===== src/rtl/cfgs_pkg.sv =====
// Shared types for the serial configuration receiver.
// Assumes: one system clock that oversamples the bus by at least 8x.
package cfgs_pkg;
    localparam int BYTE_W = 8;

    typedef enum logic [2:0] {
        RX_IDLE,
        RX_BITS,
        RX_ACKWAIT,
        RX_ACK,
        RX_SKIP
    } rx_state_t;

    typedef struct packed {
        logic start;
        logic stop;
        logic scl_rise;
        logic scl_fall;
        logic sda;
    } bus_ev_t;
endpackage


===== src/rtl/cfgs_line_sync.sv =====
// Synchronizes the two bus lines into the system clock domain and turns
// them into edge and condition events.
// Assumes: STAGES >= 2; lines idle high.
module cfgs_line_sync
    import cfgs_pkg::*;
#(
    parameter int STAGES = 2
) (
    input  logic    clk,
    input  logic    rst_n,
    input  logic    scl_i,
    input  logic    sda_i,
    output bus_ev_t ev
);
    logic [STAGES-1:0] scl_ff;
    logic [STAGES-1:0] sda_ff;
    logic              scl_d;
    logic              sda_d;
    logic              scl_s;
    logic              sda_s;

    assign scl_s = scl_ff[STAGES-1];
    assign sda_s = sda_ff[STAGES-1];

    // Synchronizer chains, reset to the idle-high level.
    always_ff @(posedge clk) begin
        if (!rst_n) begin
            scl_ff <= '1;
            sda_ff <= '1;
        end else begin
            scl_ff <= {scl_ff[STAGES-2:0], scl_i};
            sda_ff <= {sda_ff[STAGES-2:0], sda_i};
        end
    end

    // One-cycle history used for edge detection.
    always_ff @(posedge clk) begin
        if (!rst_n) begin
            scl_d <= 1'b1;
            sda_d <= 1'b1;
        end else begin
            scl_d <= scl_s;
            sda_d <= sda_s;
        end
    end

    // Event decode: start/stop only while the clock line stays high.
    always_comb begin
        ev.start    = scl_s & scl_d & sda_d & ~sda_s;
        ev.stop     = scl_s & scl_d & ~sda_d & sda_s;
        ev.scl_rise = scl_s & ~scl_d;
        ev.scl_fall = ~scl_s & scl_d;
        ev.sda      = sda_s;
    end
endmodule


===== src/rtl/cfgs_frame_rx.sv =====
// Frame receiver: shifts bits MSB first, counts bytes, matches the address,
// generates the acknowledge and emits configuration byte writes plus a
// commit pulse on a stop that ends a complete matching frame.
// Assumes: events come from cfgs_line_sync.
module cfgs_frame_rx
    import cfgs_pkg::*;
#(
    parameter logic [7:0] DEV_ADDR = 8'hD2,
    parameter int N_LEAD = 3,
    parameter int N_CFG  = 6,
    parameter int N_TAIL = 2,
    localparam int N_BYTES = N_LEAD + N_CFG + N_TAIL,
    localparam int CNT_W   = $clog2(N_BYTES + 1),
    localparam int IDXW    = $clog2(N_CFG),
    localparam int BITW    = $clog2(BYTE_W)
) (
    input  logic              clk,
    input  logic              rst_n,
    input  bus_ev_t           ev,
    output logic              sda_pull,
    output logic              wr_en,
    output logic [IDXW-1:0]   wr_idx,
    output logic [BYTE_W-1:0] wr_data,
    output logic              commit,
    output logic              skipping
);
    localparam logic [CNT_W-1:0] LEAD_C  = CNT_W'(N_LEAD);
    localparam logic [CNT_W-1:0] CFGE_C  = CNT_W'(N_LEAD + N_CFG);
    localparam logic [CNT_W-1:0] TOTAL_C = CNT_W'(N_BYTES);
    localparam logic [BITW-1:0]  LAST_B  = BITW'(BYTE_W - 1);

    rx_state_t           state;
    logic [BYTE_W-2:0]   shift;
    logic [BITW-1:0]     bit_cnt;
    logic [CNT_W-1:0]    byte_cnt;
    logic [N_CFG-1:0]    got;
    logic                matched;
    logic [BYTE_W-1:0]   byte_now;
    logic [IDXW-1:0]     idx_now;
    logic                in_cfg;

    // Byte assembled with the bit arriving on this clock rise.
    assign byte_now = {shift, ev.sda};
    assign idx_now  = IDXW'(byte_cnt - LEAD_C);
    assign in_cfg   = (byte_cnt >= LEAD_C) && (byte_cnt < CFGE_C);
    assign skipping = (state == RX_SKIP);

    // Frame sequencer: conditions first, then bit/ack handling.
    always_ff @(posedge clk) begin
        if (!rst_n) begin
            state    <= RX_IDLE;
            shift    <= '0;
            bit_cnt  <= '0;
            byte_cnt <= '0;
            got      <= '0;
            matched  <= 1'b0;
            sda_pull <= 1'b0;
            wr_en    <= 1'b0;
            wr_idx   <= '0;
            wr_data  <= '0;
            commit   <= 1'b0;
        end else begin
            wr_en  <= 1'b0;
            commit <= 1'b0;
            if (ev.stop) begin
                commit   <= matched & (&got);
                state    <= RX_IDLE;
                sda_pull <= 1'b0;
                matched  <= 1'b0;
                got      <= '0;
            end else if (ev.start) begin
                state    <= RX_BITS;
                bit_cnt  <= '0;
                byte_cnt <= '0;
                got      <= '0;
                matched  <= 1'b0;
                sda_pull <= 1'b0;
            end else begin
                case (state)
                    RX_BITS: begin
                        if (ev.scl_rise) begin
                            shift   <= byte_now[BYTE_W-2:0];
                            bit_cnt <= bit_cnt + 1'b1;
                            if (bit_cnt == LAST_B) begin
                                byte_cnt <= byte_cnt + 1'b1;
                                if (byte_cnt >= TOTAL_C) begin
                                    state <= RX_SKIP;
                                end else if (byte_cnt == '0) begin
                                    if (byte_now == DEV_ADDR) begin
                                        matched <= 1'b1;
                                        state   <= RX_ACKWAIT;
                                    end else begin
                                        state <= RX_SKIP;
                                    end
                                end else begin
                                    state <= RX_ACKWAIT;
                                    if (in_cfg) begin
                                        wr_en        <= 1'b1;
                                        wr_idx       <= idx_now;
                                        wr_data      <= byte_now;
                                        got[idx_now] <= 1'b1;
                                    end
                                end
                            end
                        end
                    end
                    RX_ACKWAIT: begin
                        if (ev.scl_fall) begin
                            sda_pull <= 1'b1;
                            state    <= RX_ACK;
                        end
                    end
                    RX_ACK: begin
                        if (ev.scl_fall) begin
                            sda_pull <= 1'b0;
                            bit_cnt  <= '0;
                            state    <= RX_BITS;
                        end
                    end
                    default: begin
                    end
                endcase
            end
        end
    end
endmodule


===== src/rtl/cfgs_reg_bank.sv =====
// Shadow and live configuration bytes. Writes land in shadow; commit copies
// all shadow bytes into live at once.
// Assumes: wr_idx < N_CFG whenever wr_en is high.
module cfgs_reg_bank #(
    parameter int N_CFG = 6,
    parameter logic [N_CFG*8-1:0] DEFAULTS = '0,
    localparam int IDXW = $clog2(N_CFG)
) (
    input  logic              clk,
    input  logic              rst_n,
    input  logic              wr_en,
    input  logic [IDXW-1:0]   wr_idx,
    input  logic [7:0]        wr_data,
    input  logic              commit,
    output wire [N_CFG*8-1:0] live_o
);
    for (genvar i = 0; i < N_CFG; i++) begin : g_byte
        logic [7:0] sh_q;
        logic [7:0] lv_q;

        // Shadow byte: loaded by its own write strobe.
        always_ff @(posedge clk) begin
            if (!rst_n)
                sh_q <= DEFAULTS[i*8 +: 8];
            else if (wr_en && (wr_idx == IDXW'(i)))
                sh_q <= wr_data;
        end

        // Live byte: copied from shadow on commit.
        always_ff @(posedge clk) begin
            if (!rst_n)
                lv_q <= DEFAULTS[i*8 +: 8];
            else if (commit)
                lv_q <= sh_q;
        end

        assign live_o[i*8 +: 8] = lv_q;
    end
endmodule


===== src/rtl/cfg_serial_slave.sv =====
// Top of the write-only configuration receiver: synchronizer, frame
// receiver, register bank and field decode.
// Assumes: sda_i is the wired-AND bus level including this block's pull.
module cfg_serial_slave
    import cfgs_pkg::*;
#(
    parameter logic [7:0] DEV_ADDR = 8'hD2,
    parameter int SYNC_STAGES = 2,
    parameter int N_LEAD = 3,
    parameter int N_CFG  = 6,
    parameter int N_TAIL = 2,
    parameter logic [N_CFG*8-1:0] CFG_DEFAULTS = '0,
    localparam int IDXW  = $clog2(N_CFG),
    localparam int OFF_W = (N_CFG - 1) * 8
) (
    input  logic             clk,
    input  logic             rst_n,
    input  logic             scl_i,
    input  logic             sda_i,
    output logic             sda_pull_o,
    output logic [1:0]       mode_o,
    output logic             sw_freq_en_o,
    output logic [3:0]       freq_code_o,
    output logic [OFF_W-1:0] out_off_o
);
    bus_ev_t           ev;
    logic              stop_det;
    logic              wr_en;
    logic [IDXW-1:0]   wr_idx;
    logic [7:0]        wr_data;
    logic              commit;
    logic              skipping;
    wire [N_CFG*8-1:0] live;

    cfgs_line_sync #(.STAGES(SYNC_STAGES)) u_sync (
        .clk   (clk),
        .rst_n (rst_n),
        .scl_i (scl_i),
        .sda_i (sda_i),
        .ev    (ev)
    );

    cfgs_frame_rx #(
        .DEV_ADDR (DEV_ADDR),
        .N_LEAD   (N_LEAD),
        .N_CFG    (N_CFG),
        .N_TAIL   (N_TAIL)
    ) u_rx (
        .clk      (clk),
        .rst_n    (rst_n),
        .ev       (ev),
        .sda_pull (sda_pull_o),
        .wr_en    (wr_en),
        .wr_idx   (wr_idx),
        .wr_data  (wr_data),
        .commit   (commit),
        .skipping (skipping)
    );

    cfgs_reg_bank #(.N_CFG(N_CFG), .DEFAULTS(CFG_DEFAULTS)) u_bank (
        .clk     (clk),
        .rst_n   (rst_n),
        .wr_en   (wr_en),
        .wr_idx  (wr_idx),
        .wr_data (wr_data),
        .commit  (commit),
        .live_o  (live)
    );

    assign stop_det = ev.stop;

    // Field decode from the live configuration bytes.
    always_comb begin
        mode_o       = live[1:0];
        sw_freq_en_o = live[3];
        freq_code_o  = {live[2], live[6], live[5], live[4]};
        out_off_o    = live[N_CFG*8-1:8];
    end
endmodule


===== config.mk =====
export PLATFORM = sky130hd
export DESIGN_NAME = cfg_serial_slave
export DESIGN_NICKNAME = d
export VERILOG_FILES = /design/src/rtl/cfgs_pkg.sv /design/src/rtl/cfgs_line_sync.sv /design/src/rtl/cfgs_frame_rx.sv /design/src/rtl/cfgs_reg_bank.sv /design/src/rtl/cfg_serial_slave.sv
export SDC_FILE = /design/constraint.sdc
export NUM_CORES = 1
export LEC_CHECK = 0
export BUFFER_PORTS_ARGS = -buffer_cell sky130_fd_sc_hd__buf_2
export CORE_MARGIN = 2
export CORE_UTILIZATION = 35
export CTS_CLUSTER_SIZE = 28
export DETAILED_ROUTE_END_ITERATION = 16
export GPL_TIMING_DRIVEN = 0
export PLACE_DENSITY_LB_ADDON = 0.1
export SLEW_MARGIN = 20
export SYNTH_ARGS = -nofsm -noshare
export SYNTH_HDL_FRONTEND = slang
export SYNTH_SLANG_ARGS = --single-unit

===== constraint.sdc =====
create_clock -name clk -period 2.5 [get_ports clk]
set_clock_uncertainty 0.05 [all_clocks]
set_input_delay 0.375 -clock clk [delete_from_list [all_inputs] [get_ports clk]]
set_output_delay 0.375 -clock clk [all_outputs]
set_load 0.03 [all_outputs]

Yosys cells after proc, flatten, opt, wreduce, memory -nomap -nowiden --
Index checks and enable logic that the tools add are counted.
Operators by class: $add $sub $neg 3, magnitude comparators 5, bitwise operators 21, reduce and logical (&&, ||, !) cells 31, mux-type cells 23, equality and inequality tests 18
Operators by type and width (count):
- two-way mux 3 bit | 10
- AND reduction 6 bit | 3
- two-way mux 4 bit | 4
- == test 3 x 2 -> 1 bit (second input constant) | 4
- inverter 1 bit | 12
- AND reduction 4 bit | 3
- AND reduction 5 bit | 2
- == test 3 bit (second input constant) | 3
- != test 3 bit (second input constant) | 3
- case mux 3 bit (3 select lines) | 1
- bitwise AND 1 bit | 8
- == test 8 bit (second input constant) | 1
- logical AND 1 bit | 8
- AND reduction 8 bit | 1
- nonzero test 2 bit | 4
- OR reduction 8 bit | 1
- == test 3 x 1 -> 1 bit (second input constant) | 2
- != test 2 bit (second input constant) | 3
- OR 6 bit | 1
- case mux 3 bit (2 select lines) | 1
- nonzero test 3 bit | 2
- two-way mux 1 bit | 5
- adder 4 x 1 -> 4 bit (second input constant) | 1
- >= comparator 4 x 2 -> 1 bit (second input constant) | 1
- 17 further kinds | 17
Word-level totals: logic and storage cells 129, register bits after elaboration 138, bits of input ports 4, output and inout port bits 48

Depth between registers and ports, before layout --
depth in word-level cells 8, mapped depth 8, mapped depth without buffers 6

Cells and area by module --
A second synthesis with hierarchy kept.
Unflattened totals: cells, all modules 543, area total of the unflattened synthesis 5569.1 um^2
Modules (own cells, without submodules):
- cfgs_reg_bank | times used 1, cells each 325, area an instance 3570.9 um^2, seq. area each 1921.8 um^2
- cfgs_frame_rx | times used 1, cells each 201, area an instance 1800.5 um^2, seq. area each 760.7 um^2
- cfgs_line_sync | times used 1, cells each 17, area an instance 197.7 um^2, seq. area each 120.1 um^2

Worst setup path before layout --
OpenSTA, ideal clock, no wires.
path type reg-to-reg, start register u_rx.byte_cnt[0], end register u_rx.wr_idx[2], setup slack 0.806 ns, stages on the path, launching flop included 9, setup time 0.072 ns, data required time 2.378 ns, buffers on the path 2, clock period less this slack 1.694 ns, arrival time 1.572 ns, cell sequence dfxtp_1 -> inv_1 -> ha_1 -> nand2b_1 -> a21oi_1 -> o21a_1 -> buf_6 -> buf_8 -> mux2i_1
On the way: longest elaborated chain between the ends 3, elaborated cells between the ends (all ways) 9, classes of those cells 1 x add/sub; 3 x order compare; 2 x bitwise; 3 x reduce/logical
Ends and longest elaborated chain:
- from (decl) | RTL line cfgs_frame_rx.sv:35 | logic [CNT_W-1:0] byte_cnt;
- from (signal assigned) | RTL line cfgs_frame_rx.sv:85 | byte_cnt <= byte_cnt + 1'b1;
- >= comparator 4 x 2 -> 1 bit, or another cell as far along | RTL line cfgs_frame_rx.sv:45 | assign in_cfg = (byte_cnt >= LEAD_C) && (byte_cnt < CFGE_C);
- logical AND 1 bit or inverter 1 bit (tied branches)
- AND reduction 8 bit (no source line)
- to (signal assigned) | RTL line cfgs_frame_rx.sv:99 | wr_idx <= idx_now;
- to (decl) | RTL line cfgs_frame_rx.sv:22 | output logic [IDXW-1:0] wr_idx,
Several ways; a longest one is shown, not always the timed one. A chain may end at the register's enable or synchronous reset.

Final worst setup path --
start register u_rx.byte_cnt[0], end register u_rx.wr_data[3]
On the way: longest elaborated chain between the ends 3, elaborated cells between the ends (all ways) 8, classes of those cells 3 x order compare; 2 x bitwise; 3 x reduce/logical
Ends and longest elaborated chain:
- >= comparator 4 x 2 -> 1 bit, or another cell as far along | RTL line cfgs_frame_rx.sv:45
- logical AND 1 bit or inverter 1 bit (tied branches)
- AND reduction 8 bit (no source line) *
- to (signal assigned) | RTL line cfgs_frame_rx.sv:100 | wr_data <= byte_now;
- to (decl) | RTL line cfgs_frame_rx.sv:23 | output logic [BYTE_W-1:0] wr_data,
Every way passes the cells marked *; elsewhere a longest branch is shown, timed or not.

==> results by group <==
Power and ir drop
  – Worst vdd ir: 0.491 mV
  – Leak: 2.27 nW
  – PD cells: roughly 710 nW/um^2

Critical path
  – Cell Chain, Critical Path: inv_1 -> ha_1 -> nand2b_1 -> a21oi_1 -> o21a_1 -> buf_6 -> buf_8 -> mux2i_1
  – Slowest-stage cell, CP: dfxtp_1
  – Crit path DAT: 2.28 ns
  – Worst-path fanout max: 10
  – Crit path buffers/inverters: 3
  – Slowest Stage Delay on Critical Path: ~0.45 ns
  – Kind of cell adding the most delay to the critical path: buffers and inverters
  – CP Capture Type: flip-flop
  – CP startpoint kind: flip-flop
  – Crit Path Category: reg2reg
  – CP Data Required Time: 2.79 ns

Synth
  – EDFF count, synth: 0
  – Synth async-reset ratio: 0
  – Sequential fraction of the synthesis area: 0.503
  – Synth Net Count: 576
  – YS warnings: 0
  – Count of different cell masters after synthesis: between 40 and 50
  – Synthesized flop and latch total: ~140
  – Most used DFF post-synth: dfxtp_1
  – Synth Cell Area: around 5500 um^2
  – Top-area cell type share of the netlist area: 0.503
  – Post-synth top area cell: dfxtp_1
  – Synth area leaders: dfxtp_1, mux2i_1, nand2_1
  – Cells after Synth: about 570
  – Synthesized area per cell: 9.67 um^2

Clocking
  – CTS H-tree lvls: 4
  – Worst-Skew Late Latency: 0.42 ns
  – CTS tree: built
  – Max Buffers Root-to-Sink: 2
  – Root buffer cell: clkbuf_16
  – Clock sinks: 138
  – Cts repair resizes: 0
  – Clock Pin Slew Worst Setup and Hold Paths: 0.05 ns
  – CTS Buf Count: 17
  – Number of setup buffers added after CTS: 0
  – Hold buffers post-CTS: 0

Finish
  – Commonest non-fill, non-tap cell in the layout: dfxtp_1
  – Number of fill cells: around 1500
  – Commonest non-fill, non-tap cells in the layout: dfxtp_1, nand2_1, mux2i_1
  – Final core utilization: 0.430
  – Nets: 645
  – Register area: around 2800 um^2
  – Diode count: 0
  – Area of the multi-input gates: around 2600 um^2
  – Share of cells above drive strength 1: 0.151
  – Area delta synth->final: 19.4%
  – Final non-filler cell total: ~860

Placement
  – GPL Wtd Cong: 0.780
  – Post-DP HPWL: approximately 8.9 mm
  – Dpl cells: 829
  – Dpl ws: 0.551 ns
  – Buffers on Ports: 50

Global routing
  – Total grt overflow: 0
  – Initial antenna violation count: 0
  – Maximum number of pins on one net before global-route repair: 17
  – GRT Total Usage: 0.162
  – First-pass GRT wire length: 20.4 mm
  – Number of global-route vias before repair: a little under 4000

Die
  – Starting Density: 0.360
  – Die area: roughly 17000 um^2
  – Die width: 129 um
  – Core area: ~15000 um^2
  – Die H: approximately 130 um
  – Top Ports: 52
  – Row cnt: 45

STA
  – Max Slew Vio Count: 0
  – Fmax achieved: just over 500 MHz
  – Slew @ Worst Pin: 0.798 ns
  – RSZ-0062 raised after global routing: false
  – Minimum clock period after layout: slightly below 2 ns
  – Setup tns final: 0 ns
  – Hold Fails Final Rpt: 0
  – Fin crit share: 0.794
  – Setup violators final: 0
  – Slew headroom: 0.464
  – Final WS setup: slightly above 0.5 ns

Route
  – Remaining DRCs: 0
  – DRT iter0 DRCs: around 170
  – Routed wire per std cell: 14.9 um
  – Vias per cell: roughly 4.7
  – Number of detailed-route iterations in the first pass: 5
  – Antenna Violating Nets Remaining: 0
  – Via count: approximately 4000
  – Routed WL: ~13 mm

Hold path
  – Worst min-delay path class: in2reg

Status
  – Status: finished clean

Run
  – Max Cap Viol: 0
## through the flow
stage          total power [mW]  hold WS, ns  cell area [um^2]
4_1_cts                    4.70       0.0711              6560
5_1_grt                    4.82       0.0793              6560
2_1_floorplan              2.32        0.336              5490
3_5_place_dp               2.35        0.346              6010
6_report                   4.64       0.0894              6560
3_3_place_gp               2.35        0.342              6010
## synthesized netlist by cell type, types with 2 or more instances
master and number:
o21ai_0 10, or3_1 2, nor3_1 3, nand3_1 8, and3b_1 2, nand4b_1 5
mux2i_1 66, nand2_1 118, a21boi_0 45, o21a_1 2, buf_2 11, dfxtp_1 138
nor4_1 5, nor2b_1 61, nand2b_1 12, ha_1 4, inv_1 3, nand3b_1 2
nand4_1 3, xnor2_1 3, a21oi_1 5, nor2_1 9, and3_1 2, a22o_1 7
clkbuf_1 17, a21boi_1 5
## worst paths after layout
kind | startpoint | to | slack (ns) | cells past startpoint
setup / recovery | u_rx.byte_cnt[0] | u_rx.wr_data[3] | 0.51 | 8
hold / removal | sda_i | u_sync.sda_ff[0] | 0.09 | 2
setup reg to reg | u_rx.byte_cnt[0] | u_rx.wr_data[3] | 0.51 | 8
hold reg to reg | u_sync.sda_ff[0] | u_sync.sda_ff[1] | 0.36 | 1
## logic make-up (layout without fill, tap and decap cells)
logic type,count (synthesis),in the layout,share of synthesized area
AOI/OAI and AO/OA,81,81,0.106
xor gates and xnor gates,4,4,0.00638
adders and majority gates,4,4,0.00911
buffers and inverters,35,117,0.0301
DFF,138,138,0.503
muxes,66,66,0.120
and+or+nand+nor,240,240,0.225
## flip-flops by register name (all words and copies together) (netlist names), 2 cells and up
signal              flops
u_rx.got                6
u_sync.scl_ff           2
u_rx.shift              7
u_rx.state              3
u_rx.wr_idx             3
u_rx.byte_cnt           4
u_sync.sda_ff           2
u_bank.g_byte.sh_q     47
u_bank.g_byte.lv_q     47
u_rx.wr_data            8
u_rx.bit_cnt            3
## final cells by class
cell class	instances	share of cell area
plain buffers	32	0.0235
clock buffers	25	0.0740
clock inverters	7	0.0101
inverters	3	0.00172
multi-input cells	395	0.391
flip-flops and latches	138	0.421
well taps	211	0.0403
repair buffers	50	0.0382
## power breakdown
part           internal [mW]  switching, mW
combinational         0.0369         0.0574
clock                   1.44          0.901
sequential              2.20        0.00356
total                   3.68          0.962
## layer usage
metal / part of all wire / global-route usage / up-vias
met5: 0 / 0 / -
met4: 0.024 / 0.0665 / 0
met3: 0.036 / 0.0504 / 22
met2: 0.47 / 0.261 / 66
met1: 0.47 / 0.202 / 1875
li1: - / - / 2054
No activity file was read; power rests on OpenSTA's default activity.
